==> src/rtl/tevq_pkg.sv <==
// Package: shared types for the tamper timestamp event queue.
// Assumes three tamper sources and four filter clock enables.
package tevq_pkg;
    localparam int NUM_SRC = 3;
    localparam int NCLK    = 4;
    localparam int DUR_W   = 4;
    localparam int SEL_W   = $clog2(NCLK);
    localparam int IDX_W   = 3;

    // Per-pin filter settings; packed so bit 0 is polarity.
    typedef struct packed {
        logic [SEL_W-1:0] sel;
        logic [DUR_W-1:0] dur;
        logic             pol;
    } flt_cfg_t;

    localparam int CFG_W = $bits(flt_cfg_t);

    // One queued timestamp (year omitted on purpose).
    typedef struct packed {
        logic [IDX_W-1:0] idx;
        logic [3:0]       mon;
        logic [4:0]       day;
        logic [4:0]       hour;
        logic [5:0]       mnt;
        logic [5:0]       sec;
    } stamp_t;

    localparam int STAMP_W = $bits(stamp_t);
endpackage

==> src/rtl/tevq_filter.sv <==
// Module: tevq_filter
// Glitch filter for one tamper pin. Counts qualified filter clock
// enables while the pin is active and emits a single-cycle event once
// the count equals the programmed duration and the pin is still active.
// Assumes the pin is already synchronous to clk.
module tevq_filter
    import tevq_pkg::*;
(
    input  logic             clk,
    input  logic             rst_n,
    input  logic             pin,
    input  flt_cfg_t         cfg,
    input  logic [NCLK-1:0]  clk_en,
    output logic             evt
);
    logic             act;
    logic             tick;
    logic             armed_hit;
    logic [DUR_W-1:0] cnt;

    // Active level after polarity, and the selected enable.
    always_comb begin
        act  = pin ^ cfg.pol;
        tick = clk_en[cfg.sel];
    end

    // Counts active samples; fires once per unbroken active level.
    always_ff @(posedge clk) begin
        if (!rst_n) begin
            cnt       <= '0;
            armed_hit <= 1'b0;
            evt       <= 1'b0;
        end else begin
            evt <= 1'b0;
            if (!act) begin
                cnt       <= '0;
                armed_hit <= 1'b0;
            end else if (!armed_hit) begin
                if (cnt == cfg.dur) begin
                    armed_hit <= 1'b1;
                    evt       <= 1'b1;
                end else if (tick) begin
                    cnt <= cnt + 1'b1;
                end
            end
        end
    end
endmodule

==> src/rtl/tevq_fifo.sv <==
// Module: tevq_fifo
// Synchronous FIFO with occupancy count. A push while full is ignored
// (the caller records the drop); a pop while empty is ignored.
// Assumes DEPTH is a power of two.
module tevq_fifo #(
    parameter int W     = 8,
    parameter int DEPTH = 8
) (
    input  logic                     clk,
    input  logic                     rst_n,
    input  logic                     push,
    input  logic [W-1:0]             din,
    input  logic                     pop,
    output logic [W-1:0]             dout,
    output logic [$clog2(DEPTH):0]   cnt,
    output logic                     full,
    output logic                     empty
);
    localparam int AW = $clog2(DEPTH);

    logic [W-1:0]  mem [DEPTH];
    logic [AW-1:0] wptr;
    logic [AW-1:0] rptr;
    logic          push_ok;
    logic          pop_ok;

    // Status and accepted operations.
    always_comb begin
        full    = (cnt == (AW+1)'(DEPTH));
        empty   = (cnt == '0);
        push_ok = push && !full;
        pop_ok  = pop && !empty;
        dout    = mem[rptr];
    end

    // Pointer and count update.
    always_ff @(posedge clk) begin
        if (!rst_n) begin
            wptr <= '0;
            rptr <= '0;
            cnt  <= '0;
        end else begin
            if (push_ok) wptr <= wptr + 1'b1;
            if (pop_ok)  rptr <= rptr + 1'b1;
            cnt <= cnt + (AW+1)'(push_ok) - (AW+1)'(pop_ok);
        end
    end

    // Entry storage write.
    always_ff @(posedge clk) begin
        if (push_ok) mem[wptr] <= din;
    end
endmodule

==> src/rtl/tamper_evq.sv <==
// Module: tamper_evq (top)
// Three filtered tamper pins feed a timestamp FIFO read out as two
// 16-bit halves from one port. Simultaneous events wait in a pending
// vector and are stored lowest index first, one per cycle; the stamp is
// taken from the time inputs on the store cycle. Assumes time inputs
// are stable across the few cycles between confirmation and store.
module tamper_evq
    import tevq_pkg::*;
#(
    parameter int DEPTH = 8
) (
    input  logic                 clk,
    input  logic                 rst_n,
    input  logic [NUM_SRC-1:0]   tamp_pin,
    input  logic [NCLK-1:0]      flt_clk_en,
    input  logic                 cfg01_we,
    input  logic [15:0]          cfg01_wdata,
    input  logic                 cfg2_we,
    input  logic [7:0]           cfg2_wdata,
    input  logic [3:0]           now_mon,
    input  logic [4:0]           now_day,
    input  logic [4:0]           now_hour,
    input  logic [5:0]           now_min,
    input  logic [5:0]           now_sec,
    input  logic                 q_rd,
    output logic [15:0]          q_rdata,
    output logic                 q_ovf
);
    localparam int CW = $clog2(DEPTH) + 1;

    flt_cfg_t             flt_cfg [NUM_SRC];
    logic [NUM_SRC-1:0]   flt_evt;
    logic [NUM_SRC-1:0]   pend;
    logic [NUM_SRC-1:0]   grant;
    logic [IDX_W-1:0]     grant_idx;
    logic                 push;
    stamp_t               wr_stamp;
    stamp_t               rd_stamp;
    logic [CW-1:0]        fifo_cnt;
    logic                 fifo_full;
    logic                 fifo_empty;
    logic                 rd_half;
    logic                 pop;

    // Filter settings registers; pins 0 and 1 share one write port.
    always_ff @(posedge clk) begin
        if (!rst_n) begin
            for (int i = 0; i < NUM_SRC; i++) flt_cfg[i] <= '0;
        end else begin
            if (cfg01_we) begin
                flt_cfg[0] <= cfg01_wdata[CFG_W-1:0];
                flt_cfg[1] <= cfg01_wdata[8 +: CFG_W];
            end
            if (cfg2_we) flt_cfg[2] <= cfg2_wdata[CFG_W-1:0];
        end
    end

    // One glitch filter per tamper pin.
    for (genvar g = 0; g < NUM_SRC; g++) begin : g_flt
        tevq_filter u_flt (
            .clk    (clk),
            .rst_n  (rst_n),
            .pin    (tamp_pin[g]),
            .cfg    (flt_cfg[g]),
            .clk_en (flt_clk_en),
            .evt    (flt_evt[g])
        );
    end

    // Lowest-index pending event wins the store slot.
    always_comb begin
        grant     = pend & (~pend + 1'b1);
        grant_idx = '0;
        for (int i = NUM_SRC - 1; i >= 0; i--) begin
            if (pend[i]) grant_idx = IDX_W'(i);
        end
        push     = |pend;
        wr_stamp = '{idx: grant_idx, mon: now_mon, day: now_day,
                     hour: now_hour, mnt: now_min, sec: now_sec};
    end

    // Pending events: set by filters, cleared when stored or dropped.
    always_ff @(posedge clk) begin
        if (!rst_n) pend <= '0;
        else        pend <= (pend & ~grant) | flt_evt;
    end

    // Sticky record of an event dropped on a full queue.
    always_ff @(posedge clk) begin
        if (!rst_n)                 q_ovf <= 1'b0;
        else if (push && fifo_full) q_ovf <= 1'b1;
    end

    tevq_fifo #(.W(STAMP_W), .DEPTH(DEPTH)) u_fifo (
        .clk   (clk),
        .rst_n (rst_n),
        .push  (push),
        .din   (wr_stamp),
        .pop   (pop),
        .dout  (rd_stamp),
        .cnt   (fifo_cnt),
        .full  (fifo_full),
        .empty (fifo_empty)
    );

    // Half selector: pop only on the read of the second half.
    always_ff @(posedge clk) begin
        if (!rst_n)                   rd_half <= 1'b0;
        else if (q_rd && !fifo_empty) rd_half <= ~rd_half;
    end

    // Read mux: date half, then time-and-source half, zero when empty.
    always_comb begin
        pop = q_rd && rd_half && !fifo_empty;
        if (fifo_empty)   q_rdata = '0;
        else if (rd_half) q_rdata = {1'b0, rd_stamp.idx, rd_stamp.mnt, rd_stamp.sec};
        else              q_rdata = {2'b00, rd_stamp.mon, rd_stamp.day, rd_stamp.hour};
    end
endmodule

==> config.mk <==
export PLATFORM = sky130hd
export DESIGN_NAME = tamper_evq
export DESIGN_NICKNAME = d
export VERILOG_FILES = /design/src/rtl/tevq_pkg.sv /design/src/rtl/tevq_filter.sv /design/src/rtl/tevq_fifo.sv /design/src/rtl/tamper_evq.sv
export SDC_FILE = /design/constraint.sdc
export NUM_CORES = 1
export LEC_CHECK = 0
export BUFFER_PORTS_ARGS = -buffer_cell sky130_fd_sc_hd__buf_2
export CAP_MARGIN = 20
export CORE_ASPECT_RATIO = 1.2
export CORE_MARGIN = 2
export CORE_UTILIZATION = 30
export DETAILED_ROUTE_END_ITERATION = 12
export PLACE_DENSITY = 0.5
export SYNTH_ARGS = -nofsm -noshare
export SYNTH_HDL_FRONTEND = slang
export SYNTH_SLANG_ARGS = --single-unit
==> constraint.sdc <==
create_clock -name clk -period 4.7 [get_ports clk]
set_clock_uncertainty 0.05 [all_clocks]
set_input_delay 0 -clock clk [delete_from_list [all_inputs] [get_ports clk]]
set_output_delay 0 -clock clk [all_outputs]
set_load 0.01 [all_outputs]
# After elaboration in Yosys (flattened, before gate mapping)
# Memory sizes are Yosys's and may differ from the RTL's. A register that Yosys moved wholly into a read port is not among the register bits.
# Index checks and enable logic that the tools add are counted.
[word_totals]
output_inout_bits = 17
register_bits = 33
ramBits = 253
word_cells = 104
n_memories = 2
[classes]
n_eq_ne = 4
n_addsub = 8
bitwise_logic = 22
order_cmp = 3
mux = 31
reduce_logical = 19
[memory_table]
columns = ["memory", "words", "width", "read_ports", "rd_ports_with_merged_regs", "wr", "line_no", "rtl"]
rows = [
  ["u_fifo.mem", 8, 29, 1, 1, 1, "tevq_fifo.sv:21", "logic [W-1:0] mem [DEPTH];"],
  ["flt_cfg", 3, 7, 3, 0, 3, "tamper_evq.sv:31", "flt_cfg_t flt_cfg [NUM_SRC];"],
]
[ops]
columns = ["op", "n"]
rows = [
  ["15-bit 2-to-1 mux", 2],
  ["7-bit 2-to-1 mux", 3],
  ["1-bit 2-to-1 mux", 18],
  ["4-bit by 1-bit adder with 4-bit output, second input constant", 3],
  ["4-bit equality test", 3],
  ["3-bit 2-to-1 mux", 4],
  ["3-bit OR reduction", 4],
  ["1-bit NOT", 11],
  ["3-bit by 1-bit adder with 3-bit output, second input constant", 3],
  ["2-bit by 3-bit less-than comparator with 1-bit output, second input constant", 3],
  ["3-bit AND reduction", 3],
  ["3-bit AND", 2],
  ["1-bit binary-select mux with 2-bit select", 3],
  ["1-bit logical AND", 6],
  ["3-bit NOT", 2],
  ["2-bit AND reduction", 3],
  ["4-bit by 1-bit adder with 4-bit output", 1],
  ["4-bit equality test, second input constant", 1],
  ["4-bit zero test", 1],
  ["4-bit by 1-bit subtractor with 4-bit output", 1],
  ["1-bit OR", 3],
  ["3-bit OR", 1],
  ["1-bit XOR", 3],
  ["1-bit zero test", 2],
  ["2-bit 2-to-1 mux", 1],
]

# Longest topological paths before layout
[depth]
depth_word = 6
depth_mapped = 12
depth_no_buf = 12

# By module
# A second synthesis with hierarchy kept.
[hier_totals]
hier_cells = 628
hier_area_um2 = 11848.9
[by_module_without_submodules]
columns = ["module", "n_inst", "area_per_inst_um2", "cells_per_inst"]
rows = [
  ["tevq_fifo", 1, 9532.9, 414],
  ["tamper_evq", 1, 1321.3, 106],
  ["tevq_filter", 3, 331.6, 36],
]

# Least setup slack after synthesis
# OpenSTA, ideal clock, no wires.
[synth_path]
path_kind = "register to register"
start = "register u_fifo.cnt[2]"
end = "memory u_fifo.mem[0][0] in the netlist's numbering (enable)"
path_buffers = 0
setup_ps = 448
stages_incl_launch_ff = 7
setup_slack_ps = 1125
required_ps = 4202
t_arrival_ps = 3077
path_cell_list = "dfxtp_1 inv_1 ha_1 or3b_1 nor2b_1 nand2b_1 nor3_1"
[synth_between]
elab_chain_cells = 5
[synth_rtl]
columns = ["item", "line_no", "rtl"]
rows = [
  ["start: declaration", "tevq_fifo.sv:15", "output logic [$clog2(DEPTH):0] cnt,"],
  ["start signal: assignment", "tevq_fifo.sv:45", "cnt <= cnt + (AW+1)'(push_ok) - (AW+1)'(pop_ok);"],
  ["4-bit equality test", "tevq_fifo.sv:29", "full = (cnt == (AW+1)'(DEPTH));"],
  ["1-bit zero test", "tevq_fifo.sv:31", "push_ok = push && !full;"],
  ["1-bit logical AND", "tevq_fifo.sv:31", ""],
  ["net u_fifo.push_ok", "tevq_fifo.sv:24", "logic push_ok;"],
  ["1-bit 2-to-1 mux", "tevq_fifo.sv:51", "if (push_ok) mem[wptr] <= din;"],
  ["1-bit 2-to-1 mux (not written as such)", "tevq_fifo.sv:51", ""],
  ["end: declaration", "tevq_fifo.sv:21", ""],
]
# The timed path passes the listed nets, and every way through them passes these cells.

==> run metrics <==
drt pass-1 iters=4; HP Start=flt_clk_en[2]; Final setup viols=0; reg-to-reg critical path startpoint=u_fifo.cnt[2]; slack of the worst reg-to-reg path=2040 ps; Final Hold Vio Count=0; Sw Share=22.7%; Pint=4220 µW; VDD IR max=307 µV; Rows=77; Worst Path Buf+Inv=2; routed length per instance=18.9 µm; post-CTS resize count=0; core area=36800 µm²; CTS Buf Count=30; P_sw=1240 µW; Via Count=5787; io pins=79; crit end category=primary output; Final Max Tran Viols=0; Worst Reg-to-Reg Cells=11; DRC viols=0; Final Net Count=812; Lkg Pwr=0.00444 µW; clock power share=39.3%; first-pass GRT wire length=35.5 mm; Clock Latency Late Sink=540 ps; Synth Cell Area=11200 µm²; area grow syn2layout=21.1%; Die W=180 µm; Synthesis Warnings=0; wirelength, routed=23.3 mm; Slowest-stage cell, CP=dfxtp_4; Crit Path Max Fanout=40; Hold WC Path Type=input pin to register; Final ANT Viol Nets=0; Comb power frac=9.3%; hold path depth=4; register area share after synthesis=72.2%; total negative slack=0 ps; post-synth cell types=40; Synth top cells by count=edfxtp_1 (245), mux4_2 (58), dfxtp_1 (36); worst-margin pin slew=1060 ps; synthesis-stage register bit count=281; gr usage total=11.9%; # Max-Cap Violations=0; Die Height=215 µm; pin count of the biggest net entering global routing=41; area leader, netlist=edfxtp_1; Max-slew headroom=29.3%; post-detail-place hpwl=13.5 mm; Synth async-reset ratio=0%; Cells after Synth=591; Max Clk Rate=323 MHz; CTS tree=done; Port Buffer Count=73; H-tree lvl count=1; vias in the first global route=6234; clock tree buffer depth=3; count leader, synth=edfxtp_1; Iteration-0 DRC Markers=359; worst min-delay path endpoint=g_flt[2].u_flt.cnt[0]; Die Footprint=38800 µm²; RSZ-0062 raised after global routing=no; Initial Util=30.4%; reg-to-reg endpoint=u_fifo.cnt[2]; # clock sinks=281; status=completed; Seq pwr share=51.4%; Clock transition at path regs=60 ps; Primary FF master, synth=edfxtp_1; Root Buffer=clkbuf_16; pwr dens=403 nW/µm²; GP Congestion=0.685; initial antenna violation count=1; Fillers=3448; final core occ=36.8%; CP delay by family, top=flip-flops; main area contributors after synthesis=edfxtp_1 (66%), mux4_2 (12%), dfxtp_1 (6.4%); number of flops mapped to enable cells by yosys=245; Mean Syn Cell Area=18.9 µm²; critical path arrival=3040 ps; final period utilization=65.8%; fraction of layout cells with a size suffix above 1=26.3%; WS Path Type=register to primary output; Yosys top cell area share=65.8%; Required @ worst endpoint=4650 ps; CP startpoint kind=register; Via density=4.68; max incr delay on CP=900 ps; worst hold slack=40.4 ps; crit path time final=3090 ps; gr ovfl total=0; crit-path cells=buf_4 -> mux4_2 -> mux2i_1 -> o22ai_1 -> buf_2
==> layer usage <==
layer | global-route usage, % | vias to the layer above | wire length, µm
met4 | 3.01 | 0 | 503
met5 | 0 | - | 0
met1 | 14.0 | 2950 | 9380
met2 | 22.4 | 158 | 12400
li1 | - | 2646 | -
met3 | 1.89 | 33 | 1050
==> worst max-delay path by stage <==
stage                  start                end  slack, ps  cells after the start
6_report            register         q_rdata[9]       1610                      5
5_1_grt             register         q_rdata[7]       1340                      5
4_1_cts             register         q_rdata[9]       1450                      5
3_5_place_dp   u_fifo.cnt[2]  u_fifo.mem[2][10]       1980                      7
3_3_place_gp   u_fifo.cnt[2]      u_fifo.cnt[2]       2040                     11
2_1_floorplan  u_fifo.cnt[2]   u_fifo.mem[0][0]       1120                      6
==> placed cells by master (no fill, tap or decap), types with 4 or more instances in the layout <==
cell	n
nor2_2	6
nor2b_1	10
xnor2_1	18
mux2i_1	33
clkbuf_16	30
inv_1	16
nor2_1	4
nand2_1	11
buf_4	11
and2_1	31
o22ai_1	14
nand3_1	4
ha_1	11
dlygate4sd3_1	54
clkbuf_1	8
dfxtp_1	33
clkinv_1	5
edfxtp_1	245
clkinv_2	7
nand4_1	10
buf_2	73
a21oi_1	5
o21a_1	4
mux4_2	58
nand2b_1	13
nor3_1	7
==> kinds of logic (layout without fill, tap and decap cells) <==
group / after synthesis / after routing / synth area share [%]
other: 1 / 3 / 0.0335
AND/OR/NAND/NOR: 102 / 102 / 5.17
XOR/XNOR: 21 / 21 / 1.65
multiplexers: 92 / 92 / 14.7
flip-flops: 281 / 281 / 72.2
adder cells (fa/ha/maj): 12 / 12 / 1.41
buffers and inverters: 40 / 209 / 2.00
AO/OA/AOI/OAI: 42 / 42 / 2.75
==> state kept, by name, indices dropped and copies added (netlist names), 3 cells and up, named ones only <==
register               cells
flt_cfg                   21
g_flt.u_flt.armed_hit      3
g_flt.u_flt.cnt           12
g_flt.u_flt.evt            3
pend                       3
u_fifo.cnt                 4
u_fifo.mem               224
u_fifo.rptr                3
u_fifo.wptr                3
==> power by group through the flow <==
stage          registers, µW  logic, µW  clock network (µW)
2_1_floorplan           2840        297                   0
3_3_place_gp            2860        454                   0
3_5_place_dp            2860        470                   0
4_1_cts                 2810        512                2210
5_1_grt                 2810        556                2310
6_report                2810        506                2150
==> cell type report <==
type                       instances  area (µm²)  share of cell area, %
clock inverter                    17         123                  0.906
sequential                       281        8080                   59.7
tap                              474         593                   4.38
antenna                            1        2.50                 0.0185
multi-input combinational        271        2910                   21.5
inverter                          16        60.1                  0.444
clock buffer                      38         781                   5.77
timing repair buffer             138         988                   7.30
==> per-stage QoR <==
stage / cell area, µm² / worst slack (ps) / cells / total power [µW]
floorplan: 11200 / 1120 / 592 / 3140
global placement: 12100 / 2040 / 1126 / 3310
detailed placement: 12100 / 1980 / 1126 / 3330
CTS: 13500 / 1450 / 1235 / 5530
global route: 13500 / 1340 / 1236 / 5680
finish: 13500 / 1610 / 1236 / 5460
==> timing repair <==
item | 4_1_cts | 5_1_grt
buffers inserted | 0 | 0
hold endpoints to repair | 272 | 0
hold buffers | 54 | 0
endpoints found under the setup margin | 0 | 0
==> tightest hold or removal path: cells and delay by family <==
kind,cells,cell delay [ps]
buffers and inverters,1,100
and+or+nand+nor,2,180
muxes,1,320
No activity file was read; power rests on OpenSTA's default activity.
